### src/rtl/mbus_pkg.sv
package mbus_pkg;
    typedef enum logic [2:0] {
        ST_IDLE = 3'd0,
        ST_ADDR = 3'd1,
        ST_DATA = 3'd2,
        ST_REC  = 3'd3,
        ST_HOLD = 3'd4
    } bus_state_e;
endpackage

### src/rtl/mbus_req_check.sv
// Flags a burst whose last word would fall past the aligned burst window.
module mbus_req_check #(
    parameter int ADDR_W  = 32,
    parameter int LEN_W   = 2,
    parameter int BYTE_SH = 2
) (
    input  logic [ADDR_W-1:0] addr,
    input  logic [LEN_W-1:0]  len,
    output logic              crosses
);
    logic [LEN_W:0] end_idx;

    always_comb begin
        end_idx = {1'b0, addr[BYTE_SH +: LEN_W]} + {1'b0, len};
        crosses = end_idx[LEN_W];
    end
endmodule

### src/rtl/mbus_xfer_regs.sv
// Captures the accepted request and steps the word index and address.
module mbus_xfer_regs #(
    parameter int ADDR_W    = 32,
    parameter int DATA_W    = 32,
    parameter int MAX_BEATS = 4,
    localparam int LEN_W    = $clog2(MAX_BEATS),
    localparam int STEP     = DATA_W / 8
) (
    input  logic                        clk,
    input  logic                        rst_n,
    input  logic                        load,
    input  logic                        adv,
    input  logic [ADDR_W-1:0]           ld_addr,
    input  logic                        ld_write,
    input  logic [LEN_W-1:0]            ld_len,
    input  logic [MAX_BEATS*DATA_W-1:0] ld_wdata,
    output logic [ADDR_W-1:0]           cur_addr,
    output logic [DATA_W-1:0]           cur_word,
    output logic                        is_last,
    output logic                        xfer_write
);
    logic [DATA_W-1:0] words_q [MAX_BEATS];
    logic [LEN_W-1:0]  beat_q;
    logic [LEN_W-1:0]  len_q;

    for (genvar g = 0; g < MAX_BEATS; g++) begin : g_word
        always_ff @(posedge clk or negedge rst_n) begin
            if (!rst_n)
                words_q[g] <= '0;
            else if (load)
                words_q[g] <= ld_wdata[g*DATA_W +: DATA_W];
        end
    end

    always_ff @(posedge clk or negedge rst_n) begin
        if (!rst_n) begin
            beat_q     <= '0;
            len_q      <= '0;
            cur_addr   <= '0;
            xfer_write <= 1'b0;
        end else if (load) begin
            beat_q     <= '0;
            len_q      <= ld_len;
            cur_addr   <= ld_addr;
            xfer_write <= ld_write;
        end else if (adv && !is_last) begin
            beat_q   <= beat_q + 1'b1;
            cur_addr <= cur_addr + ADDR_W'(STEP);
        end
    end

    assign cur_word = words_q[beat_q];
    assign is_last  = (beat_q == len_q);
endmodule

### src/rtl/mbus_fsm.sv
// Bus-cycle state register, next-state logic and request handshake.
module mbus_fsm
    import mbus_pkg::*;
(
    input  logic       clk,
    input  logic       rst_n,
    input  logic       req_valid,
    input  logic       req_bad,
    input  logic       hold_req,
    input  logic       rdy_n,
    input  logic       is_last,
    output bus_state_e state,
    output logic       req_ready,
    output logic       accept,
    output logic       reject,
    output logic       beat_done
);
    bus_state_e state_nx;
    logic       window;

    always_comb begin
        window    = (state == ST_IDLE) || (state == ST_REC && rdy_n);
        req_ready = window && !hold_req;
        accept    = req_ready && req_valid && !req_bad;
        reject    = req_ready && req_valid && req_bad;
        beat_done = (state == ST_DATA) && !rdy_n;
    end

    always_comb begin
        state_nx = state;
        unique case (state)
            ST_IDLE: begin
                if (hold_req)    state_nx = ST_HOLD;
                else if (accept) state_nx = ST_ADDR;
            end
            ST_ADDR: state_nx = ST_DATA;
            ST_DATA: begin
                if (beat_done && is_last) state_nx = ST_REC;
            end
            ST_REC: begin
                if (rdy_n) begin
                    if (hold_req)    state_nx = ST_HOLD;
                    else if (accept) state_nx = ST_ADDR;
                    else             state_nx = ST_IDLE;
                end
            end
            ST_HOLD: begin
                if (!hold_req) state_nx = ST_IDLE;
            end
            default: state_nx = ST_IDLE;
        endcase
    end

    always_ff @(posedge clk or negedge rst_n) begin
        if (!rst_n) state <= ST_IDLE;
        else        state <= state_nx;
    end
endmodule

### src/rtl/mbus_seq.sv
// Top: multiplexed address/data burst sequencer.
module mbus_seq
    import mbus_pkg::*;
#(
    parameter int ADDR_W    = 32,
    parameter int DATA_W    = 32,
    parameter int MAX_BEATS = 4,
    localparam int LEN_W    = $clog2(MAX_BEATS),
    localparam int BYTE_SH  = $clog2(DATA_W / 8)
) (
    input  logic                        clk,
    input  logic                        rst_n,
    input  logic                        req_valid,
    output logic                        req_ready,
    input  logic [ADDR_W-1:0]           req_addr,
    input  logic                        req_write,
    input  logic [LEN_W-1:0]            req_len,
    input  logic [MAX_BEATS*DATA_W-1:0] req_wdata,
    output logic                        req_err,
    output logic [DATA_W-1:0]           ad_out,
    output logic                        ad_oe,
    input  logic [DATA_W-1:0]           ad_in,
    output logic                        addr_phase,
    output logic                        bus_write,
    output logic                        last_n,
    input  logic                        rdy_n,
    output logic [ADDR_W-1:0]           beat_addr,
    output logic [DATA_W-1:0]           rd_data,
    output logic                        rd_valid,
    input  logic                        hold_req,
    output logic                        hold_ack
);
    bus_state_e        state;
    logic              req_bad;
    logic              accept;
    logic              beat_done;
    logic              is_last;
    logic              xfer_write;
    logic [DATA_W-1:0] cur_word;

    mbus_req_check #(.ADDR_W(ADDR_W), .LEN_W(LEN_W), .BYTE_SH(BYTE_SH)) u_check (
        .addr    (req_addr),
        .len     (req_len),
        .crosses (req_bad)
    );

    mbus_fsm u_fsm (
        .clk       (clk),
        .rst_n     (rst_n),
        .req_valid (req_valid),
        .req_bad   (req_bad),
        .hold_req  (hold_req),
        .rdy_n     (rdy_n),
        .is_last   (is_last),
        .state     (state),
        .req_ready (req_ready),
        .accept    (accept),
        .reject    (req_err),
        .beat_done (beat_done)
    );

    mbus_xfer_regs #(.ADDR_W(ADDR_W), .DATA_W(DATA_W), .MAX_BEATS(MAX_BEATS)) u_regs (
        .clk        (clk),
        .rst_n      (rst_n),
        .load       (accept),
        .adv        (beat_done),
        .ld_addr    (req_addr),
        .ld_write   (req_write),
        .ld_len     (req_len),
        .ld_wdata   (req_wdata),
        .cur_addr   (beat_addr),
        .cur_word   (cur_word),
        .is_last    (is_last),
        .xfer_write (xfer_write)
    );

    // Output decode per state.
    always_comb begin
        ad_out     = '0;
        ad_oe      = 1'b0;
        addr_phase = 1'b0;
        bus_write  = 1'b0;
        last_n     = 1'b1;
        rd_data    = '0;
        rd_valid   = 1'b0;
        hold_ack   = 1'b0;
        unique case (state)
            ST_IDLE, ST_REC: ;
            ST_ADDR: begin
                ad_out     = DATA_W'(beat_addr);
                ad_oe      = 1'b1;
                addr_phase = 1'b1;
                bus_write  = xfer_write;
            end
            ST_DATA: begin
                bus_write = xfer_write;
                last_n    = !is_last;
                if (xfer_write) begin
                    ad_out = cur_word;
                    ad_oe  = 1'b1;
                end else if (beat_done) begin
                    rd_data  = ad_in;
                    rd_valid = 1'b1;
                end
            end
            ST_HOLD: hold_ack = 1'b1;
            default: ;
        endcase
    end
endmodule

### config.mk
export PLATFORM = sky130hd
export DESIGN_NAME = mbus_seq
export DESIGN_NICKNAME = d
export VERILOG_FILES = /design/src/rtl/mbus_pkg.sv /design/src/rtl/mbus_req_check.sv /design/src/rtl/mbus_xfer_regs.sv /design/src/rtl/mbus_fsm.sv /design/src/rtl/mbus_seq.sv
export SDC_FILE = /design/constraint.sdc
export NUM_CORES = 1
export LEC_CHECK = 0
export BUFFER_PORTS_ARGS = -buffer_cell sky130_fd_sc_hd__buf_2
export CORE_ASPECT_RATIO = 0.6
export CORE_MARGIN = 8
export CORE_UTILIZATION = 45
export CTS_CLUSTER_SIZE = 12
export DETAILED_ROUTE_END_ITERATION = 8
export HOLD_SLACK_MARGIN = 0.12
export PLACE_DENSITY = 0.82
export SETUP_SLACK_MARGIN = 0.5
export SKIP_LAST_GASP = 1
export SYNTH_ARGS = -nofsm -noshare
export SYNTH_HDL_FRONTEND = slang
export SYNTH_SLANG_ARGS = --single-unit
### constraint.sdc
create_clock -name clk -period 2.1 [get_ports clk]
set_input_delay 0.42 -clock clk [delete_from_list [all_inputs] [get_ports clk]]
set_output_delay 0.42 -clock clk [all_outputs]
set_load 0.05 [all_outputs]
* After elaboration in Yosys (flattened, before gate mapping)
Cells that the tools add are included.
** Cells by class
- Shift operators :: 0
- Multipliers :: 0
- Mux-type cells :: 29
- Eq/ne operators :: 9
- Add/subtract/negate cells :: 3
- Bitwise logic cells :: 1
- Reduce and logical (&&, ||, !) cells :: 17
- Order comparisons :: 1
- Div/mod/pow operators :: 0
** Operator list (number)
- two-way mux 32 bit :: 8
- binary-select mux 32 bit (select 2 bit) :: 1
- one-hot mux 32 bit (2 select lines) :: 1
- adder 32 x 3 -> 32 bit, second input constant :: 1
- two-way mux 3 bit :: 6
- one-hot mux 3 bit (5 select lines) :: 1
- two-way mux 1 bit :: 9
- logical AND 1 bit :: 8
- equality test 3 x 2 -> 1 bit, second input constant :: 2
- != test 2 bit, second input constant :: 3
- zero test 1 bit :: 4
- two-way mux 2 bit :: 2
- AND reduction 4 bit :: 1
- adder 2 x 2 -> 3 bit :: 1
- equality test 3 x 1 -> 1 bit, second input constant :: 1
- equality test 3 bit, second input constant :: 1
- greater-or-equal comparator 3 bit, second input constant :: 1
- zero test 3 bit :: 1
- != test 3 bit, second input constant :: 1
- NOT 2 -> 3 bit :: 1
- adder 2 x 1 -> 2 bit, second input constant :: 1
- equality test 2 bit :: 1
- one-hot mux 1 bit (2 select lines) :: 1
- nonzero test 2 bit :: 1
- 2 further kinds :: 2
** Storage, ports and cells
- Word-level logic and storage cells :: 69
- Input bits :: 200
- ROM bits :: 0
- Latch bits :: 0
- Bits in registers :: 168
- Bits in writable memories :: 0
- Memories kept :: 0

* Longest topological paths before layout
- Depth after elaboration :: 10
- Mapped depth :: 8
- Gate-level depth less buffers :: 6

* Hierarchy
A second synthesis with hierarchy kept.
** Unflattened totals
- Cells, all modules :: 754
- Area, all modules :: 9029.9 µm²
** Modules (own cells, without submodules)
- mbus_xfer_regs :: cells an instance 535, sequential area each 4129.0 µm², times used 1, area an instance 7564.8 µm²
- mbus_seq :: cells an instance 193, sequential area each 0.0 µm², times used 1, area an instance 1218.7 µm²
- mbus_fsm :: cells an instance 24, sequential area each 75.1 µm², times used 1, area an instance 225.2 µm²
- mbus_req_check :: cells an instance 2, sequential area each 0.0 µm², times used 1, area an instance 21.3 µm²

* Least setup slack after synthesis
OpenSTA, ideal clock, no wires.
- Path kind :: flip-flop to output port
- Start point :: register u_fsm.state[0]
- End point :: output port rd_data[22]
- Stages on the path, launching flop included :: 6
- Required time :: 1680 ps
- Arrival :: 2281 ps
- Path buffers :: 2
- Slack :: -601 ps
- Cell sequence :: dfrtp_1 buf_2 nor4b_4 nor2b_1 clkbuf_1 and2_1
** Between the ends
- Cells in the longest elaborated chain, start to end :: 5
** RTL lines
- start: declaration :: RTL line mbus_fsm.sv:12 : output bus_state_e state,
- start signal: assignment :: RTL line mbus_fsm.sv:56 : else state <= state_nx;
- equality test 3 x 2 -> 1 bit * :: RTL line mbus_fsm.sv:26, mbus_seq.sv:87
- logical AND 1 bit :: RTL line mbus_fsm.sv:26 : beat_done = (state == ST_DATA) && !rdy_n;
- two-way mux 32 bit :: RTL line mbus_seq.sv:101 : end else if (beat_done) begin
- two-way mux 32 bit :: RTL line mbus_seq.sv:98 : if (xfer_write) begin
- two-way mux 32 bit * :: RTL line mbus_seq.sv:87 : unique case (state)
- end: declaration :: RTL line mbus_seq.sv:28 : output logic [DATA_W-1:0] rd_data,
Every way passes the cells marked *; elsewhere a longest branch is shown, timed or not.

* Worst setup path after layout
- Start point :: register u_fsm.state[0]
- End point :: output port ad_out[12]
** Between the ends
- Cells in the longest elaborated chain, start to end :: 2
- Elaborated cells on any way between the ends :: 3
** RTL lines
- equality test 3 x 2 -> 1 bit or equality test 3 x 1 -> 1 bit (tied branches) :: RTL line mbus_seq.sv:87
- one-hot mux 32 bit (2 select lines) * :: RTL line mbus_seq.sv:87
- end: declaration :: RTL line mbus_seq.sv:20 : output logic [DATA_W-1:0] ad_out,
Marked as above.

==> impl_metrics.yaml <==
route:
  first_pass_iters: 7
  antenna_left: 0
  vias: 10358
  wirelength_um: 49830
  routedWlPerCell_um: 30.70
  vias_per_cell: 6.382
  drc: 0
  drt-initial-drc-count: 1299
clock_network:
  root_buffer: "clkbuf_16"
  cts_buffer_depth: 2
  cts_buffers: 17
  htreeDepth: 4
  clkTransAtPathRegs_ns: 0.08
  clock_sinks: 168
  clock_latency_ns: 0.44
  cts_tree: "yes"
layout:
  areaGrowthSynthToFinish_pct: 86.15
  drive_gt1_share_pct: 60.97
  final_cell_mix: "282 x nand2_1, 230 x buf_2, 143 x dfrtp_1, 114 x nand2_2, 64 x buf_4"
  nNetsFinal: 1570
  fin_cells: 1623
  final_common_cell: "nand2_1"
  nFillCells: 822
  fin_area_um2: 15590
placed_design:
  dp_hpwl_um: 22210
  portBuffers: 303
  place_area_um2: 11110
  place.gp.congestion: 0.8706
  dp.cells: 1463
  pre_cts_ws_ns: 0.01546
timing:
  setup_tns_ns: -53.43
  maxSlewViolCount: 0
  tightest_slew_ns: 0.6177
  hold_viol_final: 0
  fin_skew_ns: 0.01850
  setup_violations: 237
  setup_ws_ns: -0.5557
  rsz0062_at_grt: "yes"
  fmax_mhz: 376.6
  period_needed_ns: 2.656
  slew_headroom_pct: 58.82
  fin_crit_sh_pct: 126.5
grt:
  grt_use_met1_pct: 40.12
  gr-max-usage-layer: "met2"
  grt_usage_pct: 31.80
  grtUsageMet3_pct: 10.96
  grt_use_met2_pct: 49.89
  grt_pass1_vias: 9385
  grt_pass1_wl_um: 56180
  grt-ovfl-total: 0
  grt_antenna_before_repair: 7
  grt_start_max_net_pins: 58
setup_path:
  worstPathRequired_ns: 1.68
  ff2ff_path_depth: 13
  start_kind: "flip-flop"
  critical_path_class: "flip-flop to output port"
  crit_path_end_kind: "output port"
  rr_endpoint: "u_regs.words_q[5]"
  r2r-start: "u_fsm.state[0]"
  crit_arrival_ns: 2.24
  crit_path_start: "u_fsm.state[0]"
  cp_max_fo: 8
  cp-endpoint: "ad_out[12]"
  r2r_setup_slack_ns: -0.40
floorplanning:
  dieWidth_um: 192.1
  std_cell_rows: 38
  start_util_pct: 46.10
  coreArea_um2: 18160
  dieArea_um2: 23370
  die_h_um: 121.7
  ios: 304
hold_path:
  worstHoldStart: "req_wdata[45]"
  hold_path.class: "input pin to flip-flop"
logic_synthesis:
  synth_edf_count: 0
  netlist_area_um2: 8373
  async_flop_share_pct: 100.0
  ys_seq_area_share_pct: 50.21
  synth_area_per_cell_um2: 9.042
  ys_ff_latch: 168
  syn_nets: 1128
  synth_top_cell_by_area: "dfrtp_1"
  yosys-top-cells-area: "dfrtp_1 50%, nand2_1 20%, mux4_2 8.6%"
  synth_ff_type: "dfrtp_1"
  synth.distinct_cells: 40
  synth_top_cell_area_share_pct: 50.21
  ys.warnings.count: 0
  netlist_instances: 926
pwr:
  powerDensity_nw_per_um2: 1554
  internal-power_uw: 12940
  irDropWorstVdd_mv: 0.9240
  netSwitchingFraction_pct: 46.59
  p_comb_share_pct: 58.2
  p_sw_uw: 11280
  power.leakage_uw: 0.007654
  pwr-share-seq_pct: 28.3
  clock_power_share_pct: 13.4
  finalPower_uw: 24220
status:
  violations: "setup timing"
  status: "complete, but fails checks"
run:
  maxCapViolations: 0
-- worst min-delay path by stage --
stage                               end  depth (start not counted)  slack (ns)
floorplan                u_fsm.state[0]                          0        0.12
global placement    u_regs.words_q[106]                          1        0.43
finish               u_regs.words_q[77]                          3        0.17
detailed placement  u_regs.words_q[106]                          1        0.43
global route         u_regs.words_q[14]                          3        0.18
CTS                 u_regs.words_q[112]                          3        0.17
-- state kept, by name, summed over array words and instances (netlist names) --
name	flops
u_regs.xfer_write	1
u_fsm.state	3
u_regs.words_q	128
u_regs.cur_addr	32
u_regs.beat_q	2
u_regs.len_q	2
-- layout make-up --
| class | instances | area [um2] | area share, % |
|---|---|---|---|
| Antenna cell | 2 | 5.005 | 0.03211 |
| Clock buffer | 22 | 454.2 | 2.914 |
| Clock inverter | 10 | 121.4 | 0.7787 |
| Inverter | 7 | 26.28 | 0.1686 |
| Multi-Input combinational cell | 690 | 5294 | 33.96 |
| Sequential cell | 168 | 4235 | 27.17 |
| Tap cell | 240 | 300.3 | 1.927 |
| Timing Repair Buffer | 484 | 5150 | 33.04 |
-- per-layer routing --
metal  vias to the layer above  part of all wire (%)
met1                      5019                    34
met3                       298                    15
met4                        12                   6.3
met5                         -                  0.15
met2                      1058                    45
li1                       3971                     -
-- power groups by stage --
stage          Combinational [uW]  Sequential, uW  Clock [uW]
2_1_floorplan                5900            6830           0
3_3_place_gp                 9040            6170           0
3_5_place_dp                 9260            6280           0
4_1_cts                     11300            6250        3150
5_1_grt                     14500            6900        3360
6_report                    14100            6860        3250
-- synth_stat cells (all sizes together), types with 3 or more instances --
cell and count:
nand2 442, xnor2 24, nand4 4, clkbuf 40, xor2 5, nor4 7
a31oi 4, nor3 16, inv 7, o21a 4, nor2 15, mux4 32
and4 6, and2 36, nand3 9, and3 4, buf 21, o2111ai 3
o21ai 27, a21oi 3, dfrtp 168, a22o 32
-- cell families after synthesis --
kind of cell    synth area share (%)
simple gates                   27.45
flops                          50.21
compound gates                 7.008
buf+inv                        3.213
mux                            8.607
xor+xnor                       3.213
fa+ha+maj                     0.2988
-- repair_timing --
item,CTS,global route
pin swaps,15,69
hold buffers,1,0
endpoints found under the setup margin,258,264
hold endpoints to repair,47,0
buffers inserted,36,37
gates resized for setup,217,331
cloned,23,29
-- through the flow --
stage | hold WS [ns] | util [%]
after floorplan | 0.1244 | -
after CTS | 0.1703 | 74.24
after global routing | 0.1821 | 85.80
final | 0.1735 | 85.82
after detailed placement | 0.4307 | 61.19
after global placement | 0.4340 | 61.19
-- critical path, stage by stage (launching register included) --
cell and delay [ns]:
dfrtp_2 0.45, buf_6 0.14, buf_4 0.16, nor3_4 0.15
and2_4 0.25, buf_6 0.13, buf_12 0.15, a22o_1 0.19
buf_6 0.17
Power figures use the tool's default switching activity.
